[src/rtl/regprog_pkg.sv]
package regprog_pkg;
  localparam int WORD_W = 32;
  localparam int REG_AW = 7;
  localparam int NREG   = 1 << REG_AW;
  localparam int LEN_W  = 8;

  localparam logic [3:0] OPC_LOAD  = 4'b1001;
  localparam logic [3:0] OPC_STORE = 4'b1010;

  typedef enum logic [1:0] {
    PH_HDR,
    PH_LOAD,
    PH_SADDR,
    PH_SWAIT
  } phase_e;

  typedef struct packed {
    logic              is_load;
    logic              is_store;
    logic              is_other;
    logic              zero_len;
    logic [LEN_W-1:0]  len;
    logic [REG_AW-1:0] regno;
  } hdr_t;
endpackage

[src/rtl/rpx_hdr_decode.sv]
module rpx_hdr_decode
  import regprog_pkg::*;
(
  input  logic [3:0]        opc,
  input  logic [LEN_W-1:0]  len,
  input  logic [REG_AW-1:0] regno,
  output hdr_t              hdr
);
  always_comb begin
    hdr.is_load  = (opc == OPC_LOAD);
    hdr.is_store = (opc == OPC_STORE);
    hdr.is_other = !hdr.is_load && !hdr.is_store;
    hdr.zero_len = (len == '0);
    hdr.len      = len;
    hdr.regno    = regno;
  end
endmodule

[src/rtl/rpx_range_check.sv]
module rpx_range_check
  import regprog_pkg::*;
#(
  parameter logic [NREG-1:0] VALID_MASK = '1
) (
  input  logic [REG_AW-1:0] first,
  input  logic [LEN_W-1:0]  count,
  output logic              ok
);
  localparam int END_W = LEN_W + 1;

  logic [END_W-1:0] last;
  logic [NREG-1:0]  hole;

  assign last = END_W'(first) + END_W'(count) - END_W'(1);

  for (genvar i = 0; i < NREG; i++) begin : g_reg
    assign hole[i] = (END_W'(i) >= END_W'(first)) &&
                     (END_W'(i) <= last) && !VALID_MASK[i];
  end

  assign ok = (last <= END_W'(NREG - 1)) && (hole == '0);
endmodule

[src/rtl/rpx_err_flags.sv]
module rpx_err_flags #(
  parameter int NUM_TASKS = 2,
  localparam int TASK_W = (NUM_TASKS > 1) ? $clog2(NUM_TASKS) : 1
) (
  input  logic                 clk,
  input  logic                 rst_n,
  input  logic                 set_vld,
  input  logic [TASK_W-1:0]    set_task,
  input  logic [NUM_TASKS-1:0] irq_en,
  input  logic [NUM_TASKS-1:0] clr,
  output logic [NUM_TASKS-1:0] flags,
  output logic                 irq
);
  logic [NUM_TASKS-1:0] set_vec;

  for (genvar t = 0; t < NUM_TASKS; t++) begin : g_task
    assign set_vec[t] = set_vld && (set_task == TASK_W'(t));
    always_ff @(posedge clk) begin
      if (!rst_n) flags[t] <= 1'b0;
      else        flags[t] <= (flags[t] && !clr[t]) || set_vec[t];
    end
  end

  always_ff @(posedge clk) begin
    if (!rst_n) irq <= 1'b0;
    else        irq <= |(set_vec & irq_en);
  end
endmodule

[src/rtl/regprog_xfer_exec.sv]
module regprog_xfer_exec
  import regprog_pkg::*;
#(
  parameter int NUM_TASKS = 2,
  parameter logic [NREG-1:0] VALID_MASK =
    128'h0000_0000_FFF0_FFFF_FFFF_FFFF_FFFF_FFFF,
  localparam int TASK_W = (NUM_TASKS > 1) ? $clog2(NUM_TASKS) : 1
) (
  input  logic                 clk,
  input  logic                 rst_n,
  input  logic                 cmd_valid,
  output logic                 cmd_ready,
  input  logic [WORD_W-1:0]    cmd_word,
  input  logic [TASK_W-1:0]    cmd_task,
  input  logic [NUM_TASKS-1:0] err_irq_en,
  input  logic [NUM_TASKS-1:0] err_clr,
  output logic                 reg_wr_en,
  output logic [REG_AW-1:0]    reg_wr_addr,
  output logic [WORD_W-1:0]    reg_wr_data,
  output logic                 reg_rd_en,
  output logic [REG_AW-1:0]    reg_rd_addr,
  input  logic [WORD_W-1:0]    reg_rd_data,
  output logic                 mem_wr_valid,
  input  logic                 mem_wr_ready,
  output logic [WORD_W-1:0]    mem_wr_addr,
  output logic [WORD_W-1:0]    mem_wr_data,
  output logic [NUM_TASKS-1:0] rd_err,
  output logic                 irq,
  output logic                 unk_stb,
  output logic [WORD_W-1:0]    unk_word
);
  phase_e            ph_q;
  logic [LEN_W-1:0]  left_q;
  logic [REG_AW-1:0] regno_q;
  logic              skip_q;
  logic [WORD_W-1:0] maddr_q, mdata_q;

  hdr_t             hdr;
  logic             take, hdr_take, range_ok, reject;
  logic [LEN_W-1:0] chk_len;

  rpx_hdr_decode u_dec (
    .opc   (cmd_word[31:28]),
    .len   (cmd_word[15:8]),
    .regno (cmd_word[6:0]),
    .hdr   (hdr)
  );

  // A store covers exactly one register whatever its nonzero count.
  assign chk_len = hdr.is_store ? LEN_W'(1) : hdr.len;

  rpx_range_check #(.VALID_MASK(VALID_MASK)) u_rng (
    .first (hdr.regno),
    .count (chk_len),
    .ok    (range_ok)
  );

  assign cmd_ready = (ph_q != PH_SWAIT);
  assign take      = cmd_valid && cmd_ready;
  assign hdr_take  = take && (ph_q == PH_HDR);
  assign reject    = hdr_take && (hdr.is_load || hdr.is_store) &&
                     !hdr.zero_len && !range_ok;

  rpx_err_flags #(.NUM_TASKS(NUM_TASKS)) u_err (
    .clk      (clk),
    .rst_n    (rst_n),
    .set_vld  (reject),
    .set_task (cmd_task),
    .irq_en   (err_irq_en),
    .clr      (err_clr),
    .flags    (rd_err),
    .irq      (irq)
  );

  always_ff @(posedge clk) begin
    if (!rst_n) begin
      ph_q    <= PH_HDR;
      left_q  <= '0;
      regno_q <= '0;
      skip_q  <= 1'b0;
      maddr_q <= '0;
      mdata_q <= '0;
    end else begin
      unique case (ph_q)
        PH_HDR: if (take && !hdr.zero_len) begin
          regno_q <= hdr.regno;
          left_q  <= hdr.len;
          skip_q  <= !range_ok;
          if (hdr.is_load)       ph_q <= PH_LOAD;
          else if (hdr.is_store) ph_q <= PH_SADDR;
        end
        PH_LOAD: if (take) begin
          regno_q <= regno_q + 1'b1;
          left_q  <= left_q - 1'b1;
          if (left_q == LEN_W'(1)) ph_q <= PH_HDR;
        end
        PH_SADDR: if (take) begin
          if (skip_q) begin
            ph_q <= PH_HDR;
          end else begin
            maddr_q <= cmd_word;
            mdata_q <= reg_rd_data;
            ph_q    <= PH_SWAIT;
          end
        end
        PH_SWAIT: if (mem_wr_ready) ph_q <= PH_HDR;
        default: ph_q <= PH_HDR;
      endcase
    end
  end

  always_ff @(posedge clk) begin
    if (!rst_n) begin
      unk_stb  <= 1'b0;
      unk_word <= '0;
    end else begin
      unk_stb <= hdr_take && hdr.is_other;
      if (hdr_take && hdr.is_other) unk_word <= cmd_word;
    end
  end

  assign reg_wr_en    = take && (ph_q == PH_LOAD) && !skip_q;
  assign reg_wr_addr  = regno_q;
  assign reg_wr_data  = cmd_word;
  assign reg_rd_en    = take && (ph_q == PH_SADDR) && !skip_q;
  assign reg_rd_addr  = regno_q;
  assign mem_wr_valid = (ph_q == PH_SWAIT);
  assign mem_wr_addr  = maddr_q;
  assign mem_wr_data  = mdata_q;
endmodule

[config.mk]
export PLATFORM = sky130hd
export DESIGN_NAME = regprog_xfer_exec
export DESIGN_NICKNAME = d
export VERILOG_FILES = /design/src/rtl/regprog_pkg.sv /design/src/rtl/rpx_hdr_decode.sv /design/src/rtl/rpx_range_check.sv /design/src/rtl/rpx_err_flags.sv /design/src/rtl/regprog_xfer_exec.sv
export SDC_FILE = /design/constraint.sdc
export NUM_CORES = 1
export LEC_CHECK = 0
export BUFFER_PORTS_ARGS = -buffer_cell sky130_fd_sc_hd__buf_2
export CAP_MARGIN = 20
export CORE_MARGIN = 5
export CORE_UTILIZATION = 50
export DETAILED_ROUTE_END_ITERATION = 8
export HOLD_SLACK_MARGIN = 0.15
export PLACE_DENSITY = 0.82
export SYNTH_ARGS = -nofsm -noshare
export SYNTH_HDL_FRONTEND = slang
export SYNTH_SLANG_ARGS = --single-unit
[constraint.sdc]
create_clock -name clk -period 4.5 [get_ports clk]
set_input_delay 0.225 -clock clk [delete_from_list [all_inputs] [get_ports clk]]
set_output_delay 0.225 -clock clk [all_outputs]
set_load 0.01 [all_outputs]
* Yosys cells after proc, flatten, opt, wreduce, memory -nomap -nowiden
Index checks and enable logic that the tools add are counted.
** Storage, ports and cells
- Input port bits :: 73
- Output and inout port bits :: 150
- Memories :: 0
- Word-level logic and storage cells :: 190
- Register bits after elaboration :: 118
- Memory bits (read-only) :: 0
- Bits in latches :: 0
- Memory bits (writable) :: 0
** Cells by class
- Reduce and logical (&&, ||, !) cells :: 71
- Shifts and indexed selects :: 0
- Bitwise operators :: 3
- Mux-type cells :: 16
- Divide/modulo/power cells :: 0
- $mul :: 0
- $lt $le $gt $ge :: 72
- Eq/ne operators :: 13
- $add $sub $neg :: 4
** Operator list (count)
- 7-bit by 9-bit less-or-equal comparator with 1-bit output, first input constant :: 36
- 7-bit greater-or-equal comparator, first input constant :: 35
- 128-bit logical NOT :: 1
- 1-bit logical AND :: 52
- 8-bit two-way mux :: 3
- 2-bit two-way mux :: 8
- 8-bit one-hot mux with 2 select lines :: 1
- 7-bit two-way mux :: 2
- 7-bit one-hot mux with 2 select lines :: 1
- 7-bit by 8-bit adder with 9-bit output :: 1
- 9-bit by 7-bit less-or-equal comparator with 1-bit output, second input constant :: 1
- 9-bit by 1-bit subtractor with 9-bit output, second input constant :: 1
- 4-bit equality test, second input constant :: 2
- 8-bit by 1-bit equality test with 1-bit output, second input constant :: 1
- 8-bit logical NOT :: 1
- 2-bit inequality test, second input constant :: 4
- 2-bit one-hot mux with 4 select lines :: 1
- 8-bit by 1-bit subtractor with 8-bit output, second input constant :: 1
- 7-bit by 1-bit adder with 7-bit output, second input constant :: 1
- 1-bit logical NOT :: 7
- 3-bit AND reduction :: 2
- 6-bit AND reduction :: 1
- 2-bit equality test, second input constant :: 2
- 2-bit by 1-bit inequality test with 1-bit output, second input constant :: 2
- other kinds (9) :: 12

* Longest topological paths before layout
- Depth in word-level cells :: 13
- Depth in mapped cells :: 16
- Mapped depth without buffers :: 14

* By module
From an unflattened synthesis, not the netlist that was laid out.
** Second synthesis, totals
- Cell total of the unflattened synthesis :: 872
- Area total of the unflattened synthesis :: 6487.5 µm²
** By module, submodules not included
- regprog_xfer_exec :: sequential area each 2302.2 µm², times used 1, area each 4878.4 µm², cells an instance 629
- rpx_range_check :: sequential area each 0.0 µm², times used 1, area each 1328.8 µm², cells an instance 210
- rpx_hdr_decode :: sequential area each 0.0 µm², times used 1, area each 160.2 µm², cells an instance 21
- rpx_err_flags :: sequential area each 60.1 µm², times used 1, area each 120.1 µm², cells an instance 12

* Worst setup path after synthesis
OpenSTA, ideal clock, no wires.
- Path kind :: input -> register
- Start :: input port cmd_word[1]
- End :: register skip_q
- Data arrival time :: 3.374 ns
- Stages on the path :: 15
- Buffers on the path :: 2
- Setup slack :: 0.990 ns
- Data required time :: 4.364 ns
- Library setup time :: 0.136 ns
- Path through :: clkbuf_1 > clkbuf_1 > inv_1 > ha_1 > inv_1 > ha_1 > fa_1 > a21o_1 > a221oi_1 > nor3b_1 > o211a_2 > a32o_1 > a41oi_2 > nor4_4 > a21oi_1
** On the way
- Longest elaborated chain between the ends :: 7
- Elaborated cells on any way between the ends :: 112
- Those cells by class :: 2 x add/sub; 72 x order compare; 38 x reduce/logical
** Ends and longest elaborated chain
- start, declared :: RTL line regprog_xfer_exec.sv:13 : input logic [WORD_W-1:0] cmd_word,
- 7-bit by 8-bit adder with 9-bit output :: RTL line rpx_range_check.sv:15 : assign last = END_W'(first) + END_W'(count) - END_W'(1);
- 9-bit by 1-bit subtractor with 9-bit output :: RTL line rpx_range_check.sv:15
- 7-bit by 9-bit less-or-equal comparator with 1-bit output :: RTL line rpx_range_check.sv:19 : (END_W'(i) <= last) && !VALID_MASK[i];
- 1-bit logical AND :: RTL line rpx_range_check.sv:18 : assign hole[i] = (END_W'(i) >= END_W'(first)) &&
- 128-bit logical NOT :: RTL line rpx_range_check.sv:22 : assign ok = (last <= END_W'(NREG - 1)) && (hole == '0);
- 1-bit logical AND * :: RTL line rpx_range_check.sv:22
- 1-bit logical NOT * :: RTL line regprog_xfer_exec.sv:88 : skip_q <= !range_ok;
- end signal, assigned :: RTL line regprog_xfer_exec.sv:88
- end, declared :: RTL line regprog_xfer_exec.sv:35 : logic skip_q;
Mark *: on every way between the ends. The rest lies on a longest branch, timed or not.
A chain may end at the register's enable or synchronous reset.

* Worst setup path in the final report
- Start :: input port cmd_word[29]
- End :: register u_err.flags[1]
** On the way
- Longest elaborated chain between the ends :: 12
- Elaborated cells on any way between the ends :: 86
- Those cells by class :: 2 x add/sub; 37 x order compare; 2 x eq/ne; 1 x mux; 44 x reduce/logical
** Ends and longest elaborated chain
- 4-bit equality test :: RTL line rpx_hdr_decode.sv:11 : hdr.is_store = (opc == OPC_STORE);
- 8-bit two-way mux :: RTL line regprog_xfer_exec.sv:50 : assign chk_len = hdr.is_store ? LEN_W'(1) : hdr.len;
- 7-bit by 8-bit adder with 9-bit output :: RTL line rpx_range_check.sv:15
- 9-bit by 1-bit subtractor with 9-bit output :: RTL line rpx_range_check.sv:15
- 7-bit by 9-bit less-or-equal comparator with 1-bit output :: RTL line rpx_range_check.sv:19
- 1-bit logical AND :: RTL line rpx_range_check.sv:18
- 128-bit logical NOT :: RTL line rpx_range_check.sv:22
- 1-bit logical AND :: RTL line rpx_range_check.sv:22
- 1-bit logical NOT :: RTL line regprog_xfer_exec.sv:62 : !hdr.zero_len && !range_ok;
- 1-bit logical AND * :: RTL line regprog_xfer_exec.sv:62
- 1-bit logical AND * :: RTL line rpx_err_flags.sv:17 : assign set_vec[t] = set_vld && (set_task == TASK_W'(t));
- 1-bit logical OR * :: RTL line rpx_err_flags.sv:20 : else flags[t] <= (flags[t] && !clr[t]) || set_vec[t];
- end signal, assigned by index :: RTL line rpx_err_flags.sv:20
- end, declared :: RTL line rpx_err_flags.sv:11 : output logic [NUM_TASKS-1:0] flags,
Marks and branches as above.

==> results.json <==
{
  "total_power_mw": 3.23,
  "pwr-share-comb_pct": 21.6,
  "routed_wl_um": 22100,
  "antenna_found_initial": 1,
  "tightest_slew_ns": 1.10,
  "num_rows": 41,
  "layout_setup_ws_ns": 0.163,
  "layout.nets": 1149,
  "power_density_nw_per_um2": 374,
  "hold_violations": 0,
  "syn_area_sq_um": 6450,
  "clockRootBuffer": "clkbuf_16",
  "syn_area_per_cell_sq_um": 7.70,
  "cp.arrival_ns": 4.65,
  "ant_nets": 0,
  "grt_first_pass_wirelength_um": 33500,
  "clk_pin_slew_ns": 0.06,
  "seqPwrFrac_pct": 34.5,
  "end_kind": "flip-flop",
  "gp_congestion": 0.970,
  "start_util_pct": 51.1,
  "synthFlopType": "dfxtp_1",
  "grt_usage_pct": 28.1,
  "core_area_sq_um": 12600,
  "pwr-share-clk_pct": 43.9,
  "first_pass_iters": 5,
  "synth-async-reset-ratio_pct": 0,
  "fin_cells": 1244,
  "max_slew_margin_pct": 26.6,
  "ys_ff_latch": 118,
  "ir_drop_mv": 0.332,
  "dp_hpwl_um": 14000,
  "vias": 6863,
  "yosysUniqueCellTypes": 74,
  "port_buffers": 222,
  "drive_gt1_share_pct": 27.9,
  "finalSetupViolations": 0,
  "clockBufferDepth": 2,
  "ioPinCount": 223,
  "synth_edf_count": 0,
  "dieHeight_um": 124,
  "numCtsBuffers": 17,
  "die_x_um": 124,
  "final_area_sq_um": 8640,
  "path_class": "in -> reg",
  "clock_skew_ns": 0.00804,
  "synthToLayoutAreaGrowth_pct": 33.9,
  "cts_tree": "yes",
  "cts.sinks": 118,
  "p_int_mw": 2.30,
  "post-route-drc-count": 0,
  "h-tree-depth": 4,
  "viasPerCell": 5.52,
  "fillers": 1005,
  "drtIter0Drc": 573,
  "clkLatencyLatePin_ns": 0.42,
  "syn_inst": 838,
  "place_ws_ns": 0.625,
  "crit_required_ns": 4.81,
  "fin_crit_ns": 4.34,
  "cp-start-kind": "primary input",
  "p_sw_mw": 0.927,
  "finalCritPeriodShare_pct": 96.4,
  "grt-ovfl-total": 0,
  "dieArea_sq_um": 15300,
  "setup_tns_ns": 0,
  "outcome": "completed",
  "switching_share_pct": 28.7,
  "yosysWarnings": 0,
  "syn_nets": 929,
  "hold_path.class": "in -> reg",
  "grt_pass1_vias": 6517,
  "power.leakage_nw": 3.82,
  "worst-path-max-fanout": 11,
  "cap_viol_max_count": 0,
  "seq_area_frac_synth_pct": 36.6,
  "dp_cells": 1147,
  "grt_max_degree": 65,
  "dpl_cell_area_sq_um": 7350,
  "clock.fmax_mhz": 231,
  "wire_per_inst_um": 17.7,
  "slew_viol_final": 0
}
## worst paths after layout
path,from,endpoint,slack [ns],cells past startpoint
worst max-delay path,cmd_word[29],u_err.flags[1],0.16,17
worst min-delay path,cmd_word[0],mem_wr_addr[0],0.17,3
worst max register to register,ph_q[1],mem_wr_data[25],2.20,6
worst min register to register,unk_word[12],unk_word[12],0.46,2
## area by class of cell
cell class	count	area (sq um)	share of cell area [%]
Tap cell	172	215	2.49
Clock buffer	20	437	5.05
Sequential cell	118	2360	27.3
Clock inverter	12	176	2.04
Multi-Input combinational cell	595	3500	40.6
Antenna cell	1	2.50	0.0290
Timing Repair Buffer	298	1830	21.2
Inverter	28	109	1.26
## power by group through the flow
stage	Combinational (mW)	Sequential, mW	Clock [mW]
after floorplan	0.426	1.14	0
after global placement	0.613	1.13	0
after detailed placement	0.611	1.13	0
after CTS	0.655	1.11	1.43
after global routing	0.757	1.12	1.48
final	0.698	1.11	1.42
## cells in the final DEF, fill, tap and decap left out, types with 5 or more instances in the layout
cell type	n
a211oi_1	6
a21boi_0	96
a21oi_1	33
a31oi_1	5
a41oi_1	5
and2_1	7
and3_1	7
buf_2	222
buf_4	15
clkbuf_16	17
dfxtp_1	118
dlygate4sd3_1	61
ha_1	16
inv_1	26
nand2_1	221
nand2b_1	8
nand3_1	9
nor2_1	35
nor2b_1	9
nor3_1	12
o21ai_0	29
o221a_2	6
## state kept, by name, indices dropped and copies added, names as in the netlist
name and flops:
u_err.flags 2, reg_rd_addr 7, skip_q 1, mem_wr_addr 32, u_err.irq 1, ph_q 2
mem_wr_data 32, unk_stb 1, unk_word 32, left_q 8
## cells by family (layout without fill, tap and decap cells)
kind of cell / after synthesis / in the layout / share of synthesized area [%]
multiplexers: 2 / 2 / 0.330
adder cells (fa/ha/maj): 19 / 19 / 3.76
buffers and inverters: 125 / 358 / 9.71
flip-flops: 118 / 118 / 36.6
XOR/XNOR: 7 / 7 / 1.18
AND/OR/NAND/NOR: 340 / 340 / 23.3
AO/OA/AOI/OAI: 227 / 227 / 25.1
other: 0 / 1 / 0
## cell usage after synthesis (4+ instances only)
master    instances  share of area (%)
nand2_1         221                 13
dfxtp_1         118                 37
a21boi_0         96                 11
clkbuf_1         45                2.6
buf_4            40                4.7
nor2_1           36                2.1
a21oi_1          33                2.6
o21ai_0          29                2.2
inv_1            27                1.6
ha_1             17                3.3
nor3_1           13                1.0
nand2b_1          9               0.87
nand3_1           9               0.70
nor2b_1           9               0.87
and2_1            7               0.68
and3_1            7               0.68
a211oi_1          6               0.70
buf_1             6               0.35
buf_2             6               0.47
o221a_2           6                1.0
a31oi_1           5               0.48
a41oi_1           5               0.68
nor3b_1           4               0.47
o22ai_1           4               0.39
o31ai_1           4               0.47
or2_2             4               0.39
or3_1             4               0.39
xnor2_1           4               0.54
## what timing repair did
action / CTS / global route
buffers inserted: 0 / 3
endpoints found under the setup margin: 0 / 2
resized for setup: 0 / 10
hold buffers: 61 / 0
hold endpoints to repair: 80 / 0
## worst max-delay path, cell delays in order
cell	delay, ns
dlygate4sd3_1	0.53
buf_2	0.18
nand4bb_2	0.16
buf_4	0.16
nand2_1	0.06
ha_1	0.27
inv_1	0.04
ha_1	0.48
and3_1	0.26
or3b_1	0.35
a211o_1	0.29
o211a_2	0.18
a211oi_1	0.22
a21oi_1	0.13
nor4_4	0.40
o22ai_1	0.13
dlygate4sd3_1	0.57
## layer usage
| metal | GRT usage (%) | vias up | share of wire, % |
|---|---|---|---|
| li1 | - | 3269 | - |
| met1 | 32.9 | 3229 | 39 |
| met2 | 47.0 | 314 | 50 |
| met3 | 9.58 | 51 | 8.7 |
| met4 | 11.8 | 0 | 2.8 |
| met5 | 0 | - | 0 |
## per-stage QoR
stage,hold WS [ns],util [%]
final,0.167,68.5
after global routing,0.171,68.5
after CTS,0.151,68.0
after detailed placement,0.453,58.3
after global placement,0.425,58.3
after floorplan,0.322,-
Note: power is estimated with default switching activity, not from simulation.
